**src/rtl/ovs_avg_pkg.sv**
```systemverilog
package ovs_avg_pkg;
    typedef enum logic {
        ST_WAIT_FIRST = 1'b0,
        ST_RUN        = 1'b1
    } seq_state_e;
endpackage

```
**src/rtl/ovs_seq_ctrl.sv**
```systemverilog
module ovs_seq_ctrl
    import ovs_avg_pkg::*;
#(
    parameter int CODE_W   = 3,
    parameter int MAX_CODE = 6,
    localparam int CNT_W   = MAX_CODE + 1
) (
    input  logic              clk,
    input  logic              rst_n,
    input  logic [CODE_W-1:0] os_code,
    input  logic              in_valid,
    output logic [CODE_W-1:0] shift_o,
    output logic              last_o,
    output logic [CNT_W-1:0]  remaining_o
);
    seq_state_e        state_q, state_d;
    logic [CODE_W-1:0] code_q;
    logic [CODE_W-1:0] eff_code;
    logic [CODE_W-1:0] cur_code;
    logic [CNT_W-1:0]  count_q;
    logic [CNT_W-1:0]  ratio;

    assign eff_code = (os_code > CODE_W'(MAX_CODE)) ? '0 : os_code;

    // state register
    always_ff @(posedge clk) begin
        if (!rst_n) begin
            state_q <= ST_WAIT_FIRST;
            code_q  <= '0;
            count_q <= '0;
        end else begin
            state_q <= state_d;
            if (in_valid) begin
                if (state_q == ST_WAIT_FIRST) code_q <= eff_code;
                count_q <= last_o ? '0 : count_q + CNT_W'(1);
            end
        end
    end

    // next state and outputs
    always_comb begin
        state_d = state_q;
        unique case (state_q)
            ST_WAIT_FIRST: cur_code = eff_code;
            ST_RUN:        cur_code = code_q;
        endcase
        ratio       = CNT_W'(1) << cur_code;
        last_o      = in_valid && ((count_q + CNT_W'(1)) == ratio);
        remaining_o = ratio - count_q;
        shift_o     = cur_code;
        unique case (state_q)
            ST_WAIT_FIRST: if (in_valid && !last_o) state_d = ST_RUN;
            ST_RUN:        if (last_o) state_d = ST_WAIT_FIRST;
        endcase
    end


    rem_range_chk: assert property (@(posedge clk) disable iff (!rst_n)
        (remaining_o != '0) && (remaining_o <= CNT_W'(1 << MAX_CODE)));


    rem_step_chk: assert property (@(posedge clk) disable iff (!rst_n)
        (in_valid && !last_o) |=> (remaining_o == $past(remaining_o) - CNT_W'(1)));


    code_hold_chk: assert property (@(posedge clk) disable iff (!rst_n)
        (state_q == ST_RUN && !last_o) |=> $stable(code_q));


    idle_hold_chk: assert property (@(posedge clk) disable iff (!rst_n)
        (!in_valid) |=> ($stable(count_q) && $stable(state_q)));
endmodule

```
**src/rtl/ovs_avg_lane.sv**
```systemverilog
module ovs_avg_lane #(
    parameter int DATA_W   = 16,
    parameter int CODE_W   = 3,
    parameter int MAX_CODE = 6,
    localparam int ACC_W   = DATA_W + MAX_CODE
) (
    input  logic              clk,
    input  logic              rst_n,
    input  logic              in_valid,
    input  logic              last,
    input  logic [CODE_W-1:0] shift,
    input  logic [DATA_W-1:0] sample,
    output logic [DATA_W-1:0] mean
);
    logic signed [ACC_W-1:0] acc_q;
    logic signed [ACC_W-1:0] sum;
    logic signed [ACC_W-1:0] scaled;

    assign sum    = acc_q + {{MAX_CODE{sample[DATA_W-1]}}, sample};
    assign scaled = sum >>> shift;

    always_ff @(posedge clk) begin
        if (!rst_n) begin
            acc_q <= '0;
            mean  <= '0;
        end else if (in_valid) begin
            if (last) begin
                acc_q <= '0;
                mean  <= scaled[DATA_W-1:0];
            end else begin
                acc_q <= sum;
            end
        end
    end


    acc_clear_chk: assert property (@(posedge clk) disable iff (!rst_n)
        (in_valid && last) |=> (acc_q == '0));


    mean_hold_chk: assert property (@(posedge clk) disable iff (!rst_n)
        !(in_valid && last) |=> $stable(mean));
endmodule

```
**src/rtl/ovs_mean_avg.sv**
```systemverilog
module ovs_mean_avg #(
    parameter int NUM_CH   = 8,
    parameter int DATA_W   = 16,
    parameter int CODE_W   = 3,
    parameter int MAX_CODE = 6,
    localparam int BUS_W   = NUM_CH * DATA_W,
    localparam int CNT_W   = MAX_CODE + 1
) (
    input  logic              clk,
    input  logic              rst_n,
    input  logic [CODE_W-1:0] os_code,
    input  logic              in_valid,
    input  logic [BUS_W-1:0]  in_data,
    output logic              out_valid,
    output logic [BUS_W-1:0]  out_data,
    output logic [CNT_W-1:0]  conv_left
);
    logic [CODE_W-1:0] shift;
    logic              last;

    ovs_seq_ctrl #(.CODE_W(CODE_W), .MAX_CODE(MAX_CODE)) ctrl_i (
        .clk(clk), .rst_n(rst_n), .os_code(os_code), .in_valid(in_valid),
        .shift_o(shift), .last_o(last), .remaining_o(conv_left)
    );

    for (genvar c = 0; c < NUM_CH; c++) begin : g_lane
        ovs_avg_lane #(.DATA_W(DATA_W), .CODE_W(CODE_W), .MAX_CODE(MAX_CODE)) lane_i (
            .clk(clk), .rst_n(rst_n), .in_valid(in_valid), .last(last),
            .shift(shift), .sample(in_data[c*DATA_W +: DATA_W]),
            .mean(out_data[c*DATA_W +: DATA_W])
        );
    end

    always_ff @(posedge clk) begin
        if (!rst_n) out_valid <= 1'b0;
        else        out_valid <= last;
    end


    ovalid_src_chk: assert property (@(posedge clk) disable iff (!rst_n)
        out_valid |-> $past(in_valid));


    ovalid_pulse_chk: assert property (@(posedge clk) disable iff (!rst_n)
        (out_valid && !$past(in_valid, 1)) |=> !out_valid);
endmodule

```
**config.mk**
```make
export PLATFORM = sky130hd
export DESIGN_NAME = ovs_mean_avg
export DESIGN_NICKNAME = d
export VERILOG_FILES = /design/src/rtl/ovs_avg_pkg.sv /design/src/rtl/ovs_seq_ctrl.sv /design/src/rtl/ovs_avg_lane.sv /design/src/rtl/ovs_mean_avg.sv
export SDC_FILE = /design/constraint.sdc
export NUM_CORES = 1
export LEC_CHECK = 0
export BUFFER_PORTS_ARGS = -buffer_cell sky130_fd_sc_hd__buf_4
export CORE_ASPECT_RATIO = 0.8
export CORE_MARGIN = 1
export CORE_UTILIZATION = 48
export DETAILED_ROUTE_END_ITERATION = 16
export GPL_TIMING_DRIVEN = 0
export PLACE_DENSITY = 0.69
export SLEW_MARGIN = 20
export SYNTH_ARGS = -nofsm -noshare
export SYNTH_HDL_FRONTEND = slang
export SYNTH_HIERARCHICAL = 1
export SYNTH_SLANG_ARGS = --single-unit
```
**constraint.sdc**
```tcl
create_clock -name clk -period 5.85 [get_ports clk]
set_input_delay 0.2925 -clock clk [delete_from_list [all_inputs] [get_ports clk]]
set_output_delay 0.2925 -clock clk [all_outputs]
set_load 0.05 [all_outputs]
```
==> run summary, run 1 <==
The sequential area share after synthesis was 0.219; the post-synthesis net count was 3855. STA puts the critical path data arrival time at 5490 ps. The worst hold path begins at in_data[48]. In this run the deepest clock path goes through 3 buffers. Across the run, the number of max-cap violations was 0. The CTS H-tree depth is 2, and the clock tree skew after final layout is 26.7 ps. Slowest stage cell on the critical path: nor4b_4. The via count was 29300; the share of final-layout standard cells stronger than drive strength 1 was 0.172.

The run gives 28900 sq um as the netlist area before placement. The worst setup path is launched from a register. Summed over all cells, the static leakage comes to 13.8 nW. The worst path needs 5000 ps of the cycle, external delays included. The clock transition at the registers of the reported paths was 60 ps. The die covers 61300 sq um.

The violation count after the first detailed-route iteration was 3038; the highest cell delay on the worst timing path was 840 ps. For this design, the sink count on the clock tree is 316. The power per cell area is 309 nW/um^2, and the maximum number of pins on one net before global-route repair is 67. Routability-driven placement finished with a final weighted congestion of 0.965. The logs give 0.298 for the total track usage and 111 for the number of distinct library cells after synthesis. In this run, synthesis inferred 0 flip-flops with an integrated enable. The run gives 0.255 as the relative max-transition margin. The die is 276 um wide.

The run gives 4169 as the net count of the finished layout. I/O pin total: 270. Cell family contributing the most delay on the critical path: simple AND/OR/NAND/NOR gates.

Yosys printed 6 warnings. After global routing the overflow that remains totals 0. Counting both buffers and inverters, the worst setup path holds a total of 5.

The maximum fanout along the worst path was 18; the total routed wire length on the met1 layer was 43900 um. The die height is 222 um, and the worst slack at placement is 919 ps. Highest ir drop seen on vdd: 0.257 mV.

The number of antenna violations at the first check in global routing is 7, and the async set or reset register ratio after synthesis is 0. The accumulated negative setup slack is 0 ps. Among all flip-flop cells after synthesis, the most frequent one is dfxtp_1. The wire length of the first global-routing pass was 149000 um. For the starting utilization of the core area, the log shows 0.486. The via count normalized by instance count was 6.29. Final clock period utilization by the worst path: 0.855. Across all register-to-register paths, the minimum setup slack is 850 ps.

Setup slack on the critical path of the routed design comes to 849 ps. The tools report the remaining routing DRC violations as 0. The category of the worst setup path capture point is a register. In the detailed route, the total length drawn on met2 is 39100 um.

Total of endpoints with negative setup slack in the final report: 0. The register bit total from synthesis came out at 316. The number of clock buffers added by TritonCTS is 38. The run gives 0 as the number of failing hold endpoints at the final stage. The logs give 200 MHz for the fmax and 0 for the post-route antenna net violation count. The run finished with clean final reports.

For the post-synthesis instance total, the log shows 3538. The highest layer touched by signal routing is met5. The mean routed wirelength per cell was 20.3 um. For the endpoint required time on the critical path, the log shows 6340 ps. In this run the tool buffered the top-level ports with 268 buffer cells. Setup repair after global routing left no endpoint under its margin. The run gives 10.3 mW as the post-route total power. The count of TritonRoute iterations in the first routing pass is 9, and the wire length after detailed routing is 94800 um. For the clock latency at the later pin of the worst-skew pair, the log shows 570 ps. Final hold analysis gives a worst-case slack of 134 ps. Leaving out fill and tap cells, the most frequent cell in the layout is dfxtp_1. Average cell area after synthesis: 8.18 sq um. TritonCTS built the clock tree. Walking the worst path, the cells encountered are buf_4 -> buf_2 -> mux2i_1 -> inv_1 -> nand2_1 -> o21ai_1 -> nor4b_4 -> buf_8 -> buf_4 -> nand2_1 -> nor2_1 -> nand2_1 -> a41oi_1 -> o221ai_1 -> o221ai_1. The critical path class was register to register. For the via count of the first global-routing pass, the log shows 26400. Leaving out fill and tap cells, the most frequent cells in the layout are dfxtp_1 (316), buf_4 (284), nor2_1 (281).

Once detailed placement completed, the half-perimeter wirelength came to 72500 um. After floorplanning, the core was sized to cover 59600 sq um. Kind of path behind the tightest hold check: primary input to register. The transition time of the tightest slew-check pin came out at 1120 ps.

The buffer type at the clock tree root is clkbuf_16. The most numerous cell on the critical path was nand2_1. The length of routed met3 wiring came out at 9560 um. For the placement row count, the log shows 80. For the final max-slew violation count, the log shows 0.

Relative to the synthesized area, the layout overhead comes to 15.1%.
==> final timing paths <==
| path | end | depth (start not counted) |
|---|---|---|
| hold reg to reg | g_lane[0].lane_i/mean[8] | 2 |
| setup / recovery | g_lane[4].lane_i/mean[14] | 15 |
| setup reg to reg | g_lane[4].lane_i/mean[14] | 15 |
| hold / removal | g_lane[3].lane_i/acc_q[0] | 4 |
==> repair_timing <==
action	in CTS	in global routing
endpoints found under the hold margin	1	0
gates resized for setup	0	0
hold buffers	1	0
buffers inserted	0	0
setup endpoints to repair	0	0
==> Yosys cell counts, types with 85 or more instances <==
library cell | number | area share
a21oi_1 | 254 | 0.044
clkbuf_1 | 143 | 0.019
dfxtp_1 | 316 | 0.22
ha_1 | 174 | 0.075
inv_1 | 171 | 0.022
mux4_2 | 85 | 0.066
nand2_1 | 204 | 0.026
nand3_1 | 103 | 0.018
nor2_1 | 281 | 0.036
nor2b_1 | 111 | 0.024
nor3_1 | 101 | 0.017
o21ai_0 | 205 | 0.035
xnor2_1 | 95 | 0.029
==> logic make-up (layout without fill, tap and decap cells) <==
group,after synthesis,count (layout),synth area share
compound gates,1224,1224,0.306
xor+xnor,150,150,0.0462
fa+ha+maj,185,185,0.0822
buf+inv,404,742,0.0597
flops,316,316,0.219
mux,135,135,0.0857
other cells,0,5,0
simple gates,1124,1124,0.202
==> worst register-to-register path, delay by kind of cell (launching register included) <==
family,cells,cell delay (ps)
and+or+nand+nor,5,2020
buffers and inverters,5,1430
AOI/OAI and AO/OA,4,830
muxes,1,370
DFF,1,300
==> per-layer routing <==
| metal | track usage | vias to the layer above |
|---|---|---|
| met2 | 0.426 | 1330 |
| met1 | 0.445 | 13800 |
| li1 | - | 14000 |
| met5 | 0 | - |
| met3 | 0.0679 | 139 |
| met4 | 0.0791 | 6 |
==> registers in the layout (all words and copies together), names as in the netlist, named ones only <==
signal	count
g_lane.lane_i/mean	128
out_valid	1
ctrl_i/code_q	3
g_lane.lane_i/acc_q	176
ctrl_i/count_q	7
==> cell type report <==
type | instances | area, sq um
clock inverter | 8 | 101
tap | 779 | 975
inverter | 177 | 664
multi-input combinational | 2818 | 20900
antenna | 5 | 12.5
clock buffer | 56 | 1140
buffer | 227 | 1060
fill | 5614 | 26300
sequential | 316 | 6330
timing repair buffer | 274 | 2100
==> through the flow <==
| stage | utilization | std cells | instance area [sq um] |
|---|---|---|---|
| floorplan | - | 3538 | 28900 |
| global placement | 0.536 | 4585 | 31900 |
| detailed placement | 0.538 | 4590 | 32000 |
| CTS | 0.559 | 4655 | 33300 |
| global route | 0.559 | 4659 | 33300 |
| finish | 0.559 | 4660 | 33300 |
==> power breakdown <==
part	total, mW	switching (mW)	internal [mW]
Clock	2.44	1.01	1.43
Combinational	5.31	3.23	2.09
Sequential	2.54	0.143	2.39
Note: power is estimated with default switching activity, not from simulation.
==> run 2: changes to the inputs <==
- CORE_MARGIN: 1 -> 3
- RECOVER_POWER: not set -> 50
==> run summary, run 2 (synthesis gave the netlist of run 1 again) <==
The run finished with clean final reports. For the maximum number of pins on one net before global-route repair, the log shows 67 (unchanged). The run gives 149000 um (+0.16%) as the wire length of the first global-routing pass.

Flip-flop count of the largest register, all copies and words added: 176 (unchanged). The highest cell delay on the worst timing path is 980 ps (+140 ps), and the maximum fanout along the worst path is 18 (unchanged). The run gives 581 ps (-268 ps) as the worst setup margin. The fmax came out at 190 MHz (-5.1%). The total non-filler cell area in the finished layout was 32800 sq um (-1.3%).

The largest registers in the layout are g_lane.lane_i/acc_q (176), g_lane.lane_i/mean (128), ctrl_i/count_q (7). The relative max-transition margin is 0.0902 (-0.165). The die height works out to 226 um (+1.8%).

The number of buffers added on ports is 268 (unchanged). The run gives 5705 (+1.6%) as the fill cell total of the finished layout. The final max-slew violation count is 0 (unchanged). The transition time of the tightest slew-check pin was 1350 ps (+229 ps); the number of failing hold endpoints at the final stage was 0 (unchanged). The logs give 13.3 nW (-3.9%) for the standby leakage power and 5.96 mW (+0.80%) for the internal power of the cells. The total length of routed met2 wires is 39700 um (+1.5%).

The library cell used most frequently in the layout, excluding fill and tap cells, is dfxtp_1. The net count of the finished layout came out at 4171 (+0.048%). The power spent charging and discharging nets is 4.44 mW (+1.4%), and the wire length after detailed routing is 95700 um (+0.92%). Setup repair after global routing left no endpoint under its margin.

The share of final-layout standard cells stronger than drive strength 1 is 0.140 (-0.0325). The critical path launch point type was a register. The worst slack at placement came out at 1070 ps (+148 ps). The run gives 7 (-2) as the count of TritonRoute iterations in the first routing pass. The horizontal die dimension is 280 um (+1.4%), and the final clock period utilization by the worst path is 0.901 (+0.0458). The logs give 0.507 (-0.009) for the combinational power share and 8870 um (-7.2%) for the length of routed met3 wiring.

The accumulated negative setup slack came out at 0 ps (unchanged). Most numerous cell on the critical path: nand2_1. The CTS H-tree depth is 2 (unchanged). The highest layer touched by signal routing is met5. Global-route congestion overflow total: 0 (unchanged). Post-route antenna net violation count: 0 (unchanged). The starting utilization of the core area was 0.491 (+0.00532); the remaining routing DRC violations was 0 (unchanged). For the weighted congestion reported at the end of routability-driven placement, the log shows 0.980 (+1.6%). The via count came out at 29100 (-0.73%). The portion of total power attributed to the clock network came out at 0.249 (+0.012). The logs give 580 ps (-270 ps) for the register-to-register setup slack and 3 (unchanged) for the worst-case clock buffer depth. The violation count after the first detailed-route iteration is 2905 (-4.4%).

The clock tree skew after final layout was 20.0 ps (-6.67 ps). The critical path class is register to register. The cell count of the worst reg-to-reg path came out at 15 (unchanged). The top cell types in the final layout, fill and taps aside, are dfxtp_1 (316), nor2_1 (281), clkbuf_1 (280).

Among all stages on the critical path, the largest delay is contributed by clkinv_1. The mean routed wirelength per cell came out at 20.6 um (+1.0%). TritonCTS built the clock tree. The half-perimeter wire length after placement is 73500 um (+1.4%), and the number of clock sinks is 316 (unchanged).

Relative to the synthesized area, the layout overhead comes to 13.5%. Top register by number of flip-flops: g_lane.lane_i/acc_q. The part of the power in registers is 0.244 (-0.003).

Highest ir drop seen on vdd: 0.276 mV (+7.4%). The run gives 6 (-1) as the number of antenna violations at the first check in global routing. The share of total power consumed by net switching was 0.427 (+0.00155). Category of the worst setup path capture point: a register. The worst hold path terminates at g_lane[2].lane_i/acc_q[0]. The max capacitance violation total came out at 0 (unchanged). Power per cell area: 317 nW/um^2 (+2.4%). The cell count of the worst hold path is 4 (unchanged).

The placement row count is 79 (-1.3%), and the post-route total power is 10.4 mW (+1.1%). The clock transition at the registers of the reported paths was 60 ps (about the same); the data arrival time of the critical path was 5750 ps (+260 ps). The worst hold margin was 122 ps (-12.1 ps); the endpoint required time on the critical path was 6330 ps (about the same). For the placeable core area, the log shows 58900 sq um (-1.1%). The clock latency at the later pin of the worst-skew pair was 570 ps (about the same).

The signal on the critical path passes through buf_4 -> buf_2 -> mux2i_1 -> clkinv_1 -> nand2_1 -> o21ai_1 -> nor4b_4 -> buf_6 -> buf_6 -> nand2_1 -> nor2_1 -> nand2_1 -> a41oi_1 -> o221ai_1 -> o221ai_1. The run gives 32000 sq um (about the same) as the cell area after placement. The post-cts sizing count was 0 (unchanged); the via count of the first global-routing pass was 26600 (+0.61%). The floorplan die area is 63300 sq um (+3.3%), and the I/O pin total is 270 (unchanged). The worst hold path begins at in_data[32]. The tightest min-delay check is of the primary input to register type.

The cell sitting at the root of the clock tree is a clkbuf_16. The post-layout minimum cycle time works out to 5270 ps (+268 ps). The run gives 0 (unchanged) as the total of endpoints with negative setup slack in the final report. The tools report the total track usage as 0.291 (-0.00769). The endpoint of the most critical register-to-register path was g_lane[5].lane_i/mean[14]. The via count normalized by instance count is 6.25 (-0.60%). The number of buffers inserted during clock tree synthesis came out at 39 (+2.6%). The total routed wire length on the met1 layer was 44700 um (+1.8%).
## run 2: changes by cell type in the layout (fill, tap and decap cells not counted), sizes merged
cell | before | now
bufinv | 2 | 6
buf | 354 | 220
inv | 176 | 175
clkinvlp | 0 | 3
clkbuf | 199 | 322
clkinv | 7 | 19
diode | 5 | 2
## run 2: how the worst max path moves through the flow
| stage | cells past startpoint | end | from | slack, ps |
|---|---|---|---|---|
| 2_1_floorplan | 17 | g_lane[4].lane_i/mean[14] | register | 1150 |
| 3_3_place_gp | 13 | g_lane[5].lane_i/mean[14] | os_code[1] | -3380 |
| 3_5_place_dp | 15 | g_lane[5].lane_i/mean[14] | register | 1070 |
| 4_1_cts | 15 | g_lane[5].lane_i/mean[14] | register | 1010 |
| 5_1_grt | 15 | g_lane[5].lane_i/mean[14] | register | 290 |
| 6_report | 15 | g_lane[5].lane_i/mean[14] | register | 580 |
## run 2: what timing repair did
item,CTS,global route
endpoints found under the hold margin,1,0
buffers inserted,0,0
hold buffers,1,0
## run 2: routing by layer
metal | GRT usage | vias to the layer above
met2 | 0.424 | 1190
met3 | 0.0657 | 140
met4 | 0.0770 | 8
met5 | 0 | -
met1 | 0.429 | 13700
li1 | - | 14000
## run 2: metrics by stage
stage | std cells | util
after CTS | 4652 | 0.566
final | 4654 | 0.557
after detailed placement | 4581 | 0.543
after global routing | 4652 | 0.557
after global placement | 4575 | 0.542
after floorplan | 3538 | -
## run 2: power by group through the flow
| stage | combinational, mW | clock (mW) | sequential, mW |
|---|---|---|---|
| 2_1_floorplan | 3.72 | 0 | 2.72 |
| 3_3_place_gp | 5.14 | 0 | 2.57 |
| 3_5_place_dp | 5.17 | 0 | 2.58 |
| 4_1_cts | 5.20 | 2.66 | 2.53 |
| 5_1_grt | 5.70 | 2.74 | 2.56 |
| 6_report | 5.27 | 2.59 | 2.54 |
## run 2: cell type report
type                    instances  area [sq um]  share of cell area
well taps                     769           962              0.0293
repair buffers                275          1600              0.0487
flip-flops and latches        316          6330               0.193
diodes                          2          5.00            0.000152
clock inverters                26           310             0.00945
inverters                     177           664              0.0202
plain buffers                 227          1060              0.0324
clock buffers                  44          1020              0.0312
multi-input cells            2818         20900               0.636
## run 2: worst max-delay path: cells and delay by family, from the launching register on
| kind | cells | cell delay [ps] |
|---|---|---|
| flops | 1 | 310 |
| compound gates | 4 | 840 |
| buf+inv | 5 | 1820 |
| simple gates | 5 | 1810 |
| mux | 1 | 380 |
